`src/rtl/lp_arb_pkg.sv`:
```
package lp_arb_pkg;
  localparam int PRIO_W = 8;
  localparam int NIB_W  = 4;
  localparam int KEY_W  = NIB_W + 1;
  // Key above every real priority nibble; any eligible unit beats it.
  localparam logic [KEY_W-1:0] KEY_NONE = KEY_W'(1) << NIB_W;

  // Comparison key: upper nibble only, widened by one bit.
  function automatic logic [KEY_W-1:0] prio_key(input logic [PRIO_W-1:0] p);
    return {1'b0, p[PRIO_W-1 -: NIB_W]};
  endfunction

  // Modular addition on a ring of n slots, both operands below n.
  function automatic logic [31:0] ring_add(input logic [31:0] a,
                                           input logic [31:0] b,
                                           input logic [31:0] n);
    logic [31:0] s;
    s = a + b;
    return (s >= n) ? (s - n) : s;
  endfunction
endpackage

```
`src/rtl/lp_eligible.sv`:
```
module lp_eligible
  import lp_arb_pkg::*;
#(
  parameter int N = 8
) (
  input  logic [N-1:0]        dest,
  input  logic [N-1:0]        started,
  input  logic [N*PRIO_W-1:0] prio_flat,
  output logic [N-1:0]        elig,
  output logic [N*KEY_W-1:0]  key_flat
);
  for (genvar g = 0; g < N; g++) begin : g_unit
    assign elig[g]                    = dest[g] & started[g];
    assign key_flat[g*KEY_W +: KEY_W] = prio_key(prio_flat[g*PRIO_W +: PRIO_W]);
  end
endmodule

```
`src/rtl/lp_scan_ctrl.sv`:
```
module lp_scan_ctrl #(
  parameter int N  = 8,
  localparam int IW = $clog2(N)
) (
  input  logic          clk,
  input  logic          rst_n,
  input  logic          req,
  output logic          launch,
  output logic          active,
  output logic [IW-1:0] step,
  output logic          last
);
  assign launch = req & ~active;
  assign last   = active && (step == IW'(N - 1));

  always_ff @(posedge clk or negedge rst_n) begin
    if (!rst_n) begin
      active <= 1'b0;
      step   <= '0;
    end else if (launch) begin
      active <= 1'b1;
      step   <= '0;
    end else if (active) begin
      if (last) active <= 1'b0;
      else      step   <= step + 1'b1;
    end
  end
endmodule

```
`src/rtl/lp_best_track.sv`:
```
module lp_best_track
  import lp_arb_pkg::*;
#(
  parameter int N  = 8,
  localparam int IW = $clog2(N)
) (
  input  logic             clk,
  input  logic             rst_n,
  input  logic             clear,
  input  logic             visit,
  input  logic [IW-1:0]    cand_idx,
  input  logic             cand_ok,
  input  logic [KEY_W-1:0] cand_key,
  output logic             nxt_hit,
  output logic [IW-1:0]    nxt_idx
);
  logic [KEY_W-1:0] best_key;
  logic [IW-1:0]    best_idx;
  logic             best_hit;
  logic             take;

  // Strictly lower replaces: the first-visited unit keeps a tie.
  assign take    = visit & cand_ok & (cand_key < best_key);
  assign nxt_hit = best_hit | take;
  assign nxt_idx = take ? cand_idx : best_idx;

  always_ff @(posedge clk or negedge rst_n) begin
    if (!rst_n) begin
      best_key <= KEY_NONE;
      best_idx <= '0;
      best_hit <= 1'b0;
    end else if (clear) begin
      best_key <= KEY_NONE;
      best_idx <= '0;
      best_hit <= 1'b0;
    end else if (take) begin
      best_key <= cand_key;
      best_idx <= cand_idx;
      best_hit <= 1'b1;
    end
  end
endmodule

```
`src/rtl/lowpri_arbiter.sv`:
```
module lowpri_arbiter
  import lp_arb_pkg::*;
#(
  parameter int N  = 8,
  localparam int IW = $clog2(N)
) (
  input  logic               clk,
  input  logic               rst_n,
  input  logic               req_i,
  input  logic [N-1:0]       dest_i,
  input  logic [N-1:0]       started_i,
  input  logic [N*PRIO_W-1:0] prio_i,
  output logic               done_o,
  output logic               found_o,
  output logic [N-1:0]       win_mask_o,
  output logic [IW-1:0]      win_idx_o
);
  logic [N-1:0]       elig_now;
  logic [N*KEY_W-1:0] key_now;
  logic [N-1:0]       elig_q;
  logic [KEY_W-1:0]   key_q [N];
  logic               launch, active, last;
  logic [IW-1:0]      step;
  logic [IW-1:0]      rot_ptr;
  logic [IW-1:0]      cand_idx;
  logic               nxt_hit;
  logic [IW-1:0]      nxt_idx;
  logic [N-1:0]       mask_nxt;

  lp_eligible #(.N(N)) u_elig (
    .dest      (dest_i),
    .started   (started_i),
    .prio_flat (prio_i),
    .elig      (elig_now),
    .key_flat  (key_now)
  );

  lp_scan_ctrl #(.N(N)) u_ctrl (
    .clk    (clk),
    .rst_n  (rst_n),
    .req    (req_i),
    .launch (launch),
    .active (active),
    .step   (step),
    .last   (last)
  );

  // Snapshot of eligibility and keys taken at the accepting edge.
  always_ff @(posedge clk or negedge rst_n) begin
    if (!rst_n) elig_q <= '0;
    else if (launch) elig_q <= elig_now;
  end

  for (genvar g = 0; g < N; g++) begin : g_keyq
    always_ff @(posedge clk or negedge rst_n) begin
      if (!rst_n) key_q[g] <= KEY_NONE;
      else if (launch) key_q[g] <= key_now[g*KEY_W +: KEY_W];
    end
  end

  assign cand_idx = IW'(ring_add(32'(rot_ptr), 32'(step), 32'(N)));

  lp_best_track #(.N(N)) u_best (
    .clk      (clk),
    .rst_n    (rst_n),
    .clear    (launch),
    .visit    (active),
    .cand_idx (cand_idx),
    .cand_ok  (elig_q[cand_idx]),
    .cand_key (key_q[cand_idx]),
    .nxt_hit  (nxt_hit),
    .nxt_idx  (nxt_idx)
  );

  always_comb begin
    mask_nxt = '0;
    mask_nxt[nxt_idx] = nxt_hit;
  end

  always_ff @(posedge clk or negedge rst_n) begin
    if (!rst_n) begin
      done_o     <= 1'b0;
      found_o    <= 1'b0;
      win_mask_o <= '0;
      win_idx_o  <= '0;
      rot_ptr    <= '0;
    end else if (last) begin
      done_o     <= 1'b1;
      found_o    <= nxt_hit;
      win_mask_o <= mask_nxt;
      win_idx_o  <= nxt_idx;
      if (nxt_hit) rot_ptr <= IW'(ring_add(32'(nxt_idx), 32'd1, 32'(N)));
    end else begin
      done_o <= 1'b0;
    end
  end
endmodule

```
`config.mk`:
```
export PLATFORM = sky130hd
export DESIGN_NAME = lowpri_arbiter
export DESIGN_NICKNAME = d
export VERILOG_FILES = /design/src/rtl/lp_arb_pkg.sv /design/src/rtl/lp_eligible.sv /design/src/rtl/lp_scan_ctrl.sv /design/src/rtl/lp_best_track.sv /design/src/rtl/lowpri_arbiter.sv
export SDC_FILE = /design/constraint.sdc
export NUM_CORES = 1
export LEC_CHECK = 0
export ABC_CLOCK_PERIOD_IN_PS = 12070
export BUFFER_PORTS_ARGS = -buffer_cell sky130_fd_sc_hd__buf_2
export CORE_MARGIN = 1
export CORE_UTILIZATION = 45
export CTS_CLUSTER_DIAMETER = 60
export DETAILED_ROUTE_END_ITERATION = 8
export PLACE_DENSITY = 0.8
export SETUP_SLACK_MARGIN = 0.15
export SLEW_MARGIN = 15
export SYNTH_ARGS = -nofsm -noshare
export SYNTH_HDL_FRONTEND = slang
export SYNTH_SLANG_ARGS = --single-unit
```
`constraint.sdc`:
```
create_clock -name clk -period 12.07 [get_ports clk]
set_input_delay 2.414 -clock clk [delete_from_list [all_inputs] [get_ports clk]]
set_output_delay 2.414 -clock clk [all_outputs]
set_load 0.03 [all_outputs]
```
==> summary.md <==
| Metric | Value |
|---|---|
| Status | `completed` |
| Crit path max-delay family | `compound AO/OA/AOI/OAI gates` |
| CP endpoint kind | `flop` |
| H-tree level count | `3` |
| Initial antenna violation count | `0` |
| Syn Nets | `428` |
| Worst slack, placed | `7.362 ns` |
| Vias in the first global route | `2585` |
| Max-Cap Viols | `0` |
| Final min period | `4.712 ns` |
| Max Clk Rate | `212.2 MHz` |
| Final Hold Fails | `0` |
| Slowest stage delay, CP | `0.48 ns` |
| Total CTS buffers | `9` |
| Most frequent cell on the critical path | `ha_1` |
| Mean Syn Cell Area | `9.984 sq um` |
| Final WS setup | `7.358 ns` |
| Nets | `487` |
| Hold slack final | `0.4648 ns` |
| Fraction of layout cells with a size suffix above 1 | `0.2625` |
| Crit start category | `flop` |
| Bufs on Longest Clock Path | `2` |
| Starting DRT DRC Count | `91` |
| Pwr Density | `321.2 mW/mm^2` |
| Clock sinks | `70` |
| Root buffer cell | `clkbuf_8` |
| Number of synthesized register bits | `70` |
| Core ar. | `0.007214 sq mm` |
| WHS Path Cells | `2` |
| Worst skew pair latency | `0.34 ns` |
| DRT Wirelength | `6360 um` |
| Least-Margin Pin Slew | `0.9925 ns` |
| CP required | `12.32 ns` |
| Leakage | `2.130 nW` |
| Syn. warnings | `0` |
| Largest fanout on the critical path | `15` |
| Storage cell area | `0.001754 sq mm` |
| Crit-path cells | `ha_1, inv_1, fa_1, xnor3_2, mux4_2, mux2_2, ha_1, a21o_1, a21o_1, a211oi_1, o21ai_2, buf_4, mux2i_1, inv_1, ha_1, nand4_1, mux2i_1, a221oi_2` |
| Maximum vdd drop | `0.0001399 V` |
| Post-synth cell types | `37` |
| Largest net degree at the start of global routing | `71` |
| Post-Syn Area | `0.003354 sq mm` |
| Total track usage | `0.1903` |
| Area Growth Syn to Fin | `17.31%` |
| Rows | `31` |
| Hold Crit Class | `reg2reg` |
| RD Place Congestion | `0.7686` |
| N_diodes | `0` |
| Die height | `88.34 um` |
| Critical-path top delay cell | `xnor3_2` |
| Final period util | `0.3904` |
| Count of input and output buffers | `63` |
| Worst r2r path cells | `18` |
| Drt via density | `5.062` |
| Cells after synthesis | `336` |
| Cell depth of the worst setup path | `18` |
| Relative slew slack | `0.3369` |
| Initial Utilization | `0.4650` |
| Sequential share of the synthesized area | `0.5229` |
| Post-route ant nets | `0` |
| Crit Path Class | `reg2reg` |
| Resize count post-CTS | `0` |
| Drc violations | `0` |
| Final Core Density | `0.5454` |
| RSZ-0062 raised after global routing | `no` |
| Hold-fix buffers at CTS | `0` |
| Post-CTS setup buffer count | `0` |
| Filler cells | `653` |
| First-pass GRT wire length | `11230 um` |
| Area of the multi-input gates | `0.001474 sq mm` |
| Clock Pin Slew Worst Setup and Hold Paths | `0.07 ns` |
| Via count | `2526` |
| Critical path arrival | `4.96 ns` |
| Final setup vio count | `0` |
| DP Area | `0.003742 sq mm` |
| Final HPWL DP | `4299 um` |
| WP buf/inv | `3` |
| TritonCTS clock tree | `built` |
| Die span in x | `88.34 um` |
| Number of primary I/O pins | `96` |
| Skew final | `0.007528 ns` |
| WL per Instance | `12.75 um` |
| Grt ovf | `0` |
| Fin Setup TNS | `0 ns` |
| Die area | `0.007804 sq mm` |
| Fin area | `0.003935 sq mm` |
| Slew Viols, Final | `0` |
| Drt pass-1 iters | `4` |
[report_power, final]
part	total, W	switching (W)	internal, W	leakage (nW)
logic	0.000684	0.000376	0.000308	1.15
clock network	0.000185	0.0000848	0.000101	0.0964
registers	0.000395	0.0000559	0.000339	0.887
total	0.00126	0.000516	0.000748	2.13
[stage by stage]
step	total power, W	cells
final	0.001264	499
after floorplan	0.0009343	336
after CTS	0.001275	499
after global placement	0.001051	483
after global routing	0.001372	499
after detailed placement	0.001085	483
[kinds of logic (layout without fill, tap and decap cells)]
group	Yosys count	count (layout)	share of synthesized area
AO/OA/AOI/OAI	26	26	0.05931
flip-flops	70	70	0.5229
AND/OR/NAND/NOR	168	168	0.2055
adder cells (fa/ha/maj)	9	9	0.03581
buffers and inverters	32	96	0.03991
multiplexers	29	29	0.1268
XOR/XNOR	2	2	0.009698
[cells in the final DEF, fill, tap and decap left out]
master        n
nand2_1     126
dfrtp_1      68
buf_2        63
inv_1        14
nor2_1       13
mux2i_1      11
mux4_2       10
nand3_1      10
clkbuf_8     10
mux2_2        8
ha_1          8
o21ai_0       7
and2_1        4
o31ai_1       4
a21o_1        3
nor2b_1       3
nand2b_1      3
and3_1        3
a221o_1       3
buf_4         3
nand4_1       2
nor3_1        2
a22o_1        2
clkbuf_1      2
clkinv_2      2
dfstp_2       2
xnor3_2       1
a211oi_1      1
o21ai_2       1
nor2b_4       1
a21oi_1       1
o22a_1        1
or4_1         1
o211ai_2      1
a221oi_2      1
a31oi_1       1
xnor2_1       1
fa_1          1
bufinv_16     1
clkinvlp_4    1
[final cells by class]
class,instances,area share
clock buffers,12,0.03688
clock inverters,4,0.01208
inverters,14,0.01335
multi-input cells,234,0.3746
flip-flops and latches,70,0.4458
well taps,99,0.03148
repair buffers,66,0.08585
[worst paths after layout]
kind	from	endpoint	slack, ns
min reg2reg	elig_q[5]$_DFFE_PN0P_	elig_q[5]$_DFFE_PN0P_	0.46
min in group asynchronous	rst_n	key_q[2]$_DFFE_PN0P_	2.27
min	elig_q[5]$_DFFE_PN0P_	elig_q[5]$_DFFE_PN0P_	0.46
max reg2reg	u_ctrl.step[0]$_DFFE_PN0P_	rot_ptr[2]$_DFFE_PN0P_	7.36
max	u_ctrl.step[0]$_DFFE_PN0P_	rot_ptr[2]$_DFFE_PN0P_	7.36
max in group asynchronous	rst_n	u_ctrl.step[2]$_DFFE_PN0P_	9.25
[tightest hold or removal path, delay by kind of cell, from the launching register on]
| family | cells | cell delay (ns) |
|---|---|---|
| simple gates | 2 | 0.10 |
| flops | 1 | 0.34 |
[flip-flops by register name (all words and copies together), names as in the netlist]
name / cells
done_o: 1
u_best.best_key: 5
win_mask_o: 8
u_ctrl.active: 1
u_ctrl.step: 3
elig_q: 8
win_idx_o: 3
u_best.best_hit: 1
u_best.best_idx: 3
rot_ptr: 3
key_q: 33
found_o: 1
[synth_stat cells]
master | n | share of area
nand2_1 | 126 | 0.14
dfrtp_1 | 68 | 0.51
inv_1 | 14 | 0.016
nor2_1 | 13 | 0.015
clkbuf_1 | 12 | 0.013
mux2i_1 | 11 | 0.033
mux4_2 | 10 | 0.067
nand3_1 | 10 | 0.015
ha_1 | 8 | 0.030
mux2_2 | 8 | 0.027
o21ai_0 | 7 | 0.010
and2_1 | 4 | 0.0075
nor2b_1 | 4 | 0.0075
o31ai_1 | 4 | 0.0090
a21o_1 | 3 | 0.0067
a221o_1 | 3 | 0.0090
and3_1 | 3 | 0.0056
nand2b_1 | 3 | 0.0056
a22o_1 | 2 | 0.0052
buf_1 | 2 | 0.0022
buf_2 | 2 | 0.0030
dfstp_2 | 2 | 0.016
nand4_1 | 2 | 0.0037
nor3_1 | 2 | 0.0030
a211oi_1 | 1 | 0.0022
a21oi_1 | 1 | 0.0015
a221oi_2 | 1 | 0.0045
a31oi_1 | 1 | 0.0019
buf_4 | 1 | 0.0022
buf_6 | 1 | 0.0034
fa_1 | 1 | 0.0060
o211ai_2 | 1 | 0.0037
o21ai_2 | 1 | 0.0026
o22a_1 | 1 | 0.0026
or4_1 | 1 | 0.0022
xnor2_1 | 1 | 0.0026
xnor3_2 | 1 | 0.0071
[layer usage]
metal | vias up | wire length [um] | part of all wire | global-route usage
met5 | - | 0 | 0 | 0
met4 | 0 | 80 | 0.013 | 0.08651
met3 | 11 | 278 | 0.044 | 0.03638
met2 | 68 | 3022 | 0.48 | 0.3196
met1 | 1215 | 2979 | 0.47 | 0.2401
li1 | 1232 | - | - | -
Power figures use the tool's default switching activity.
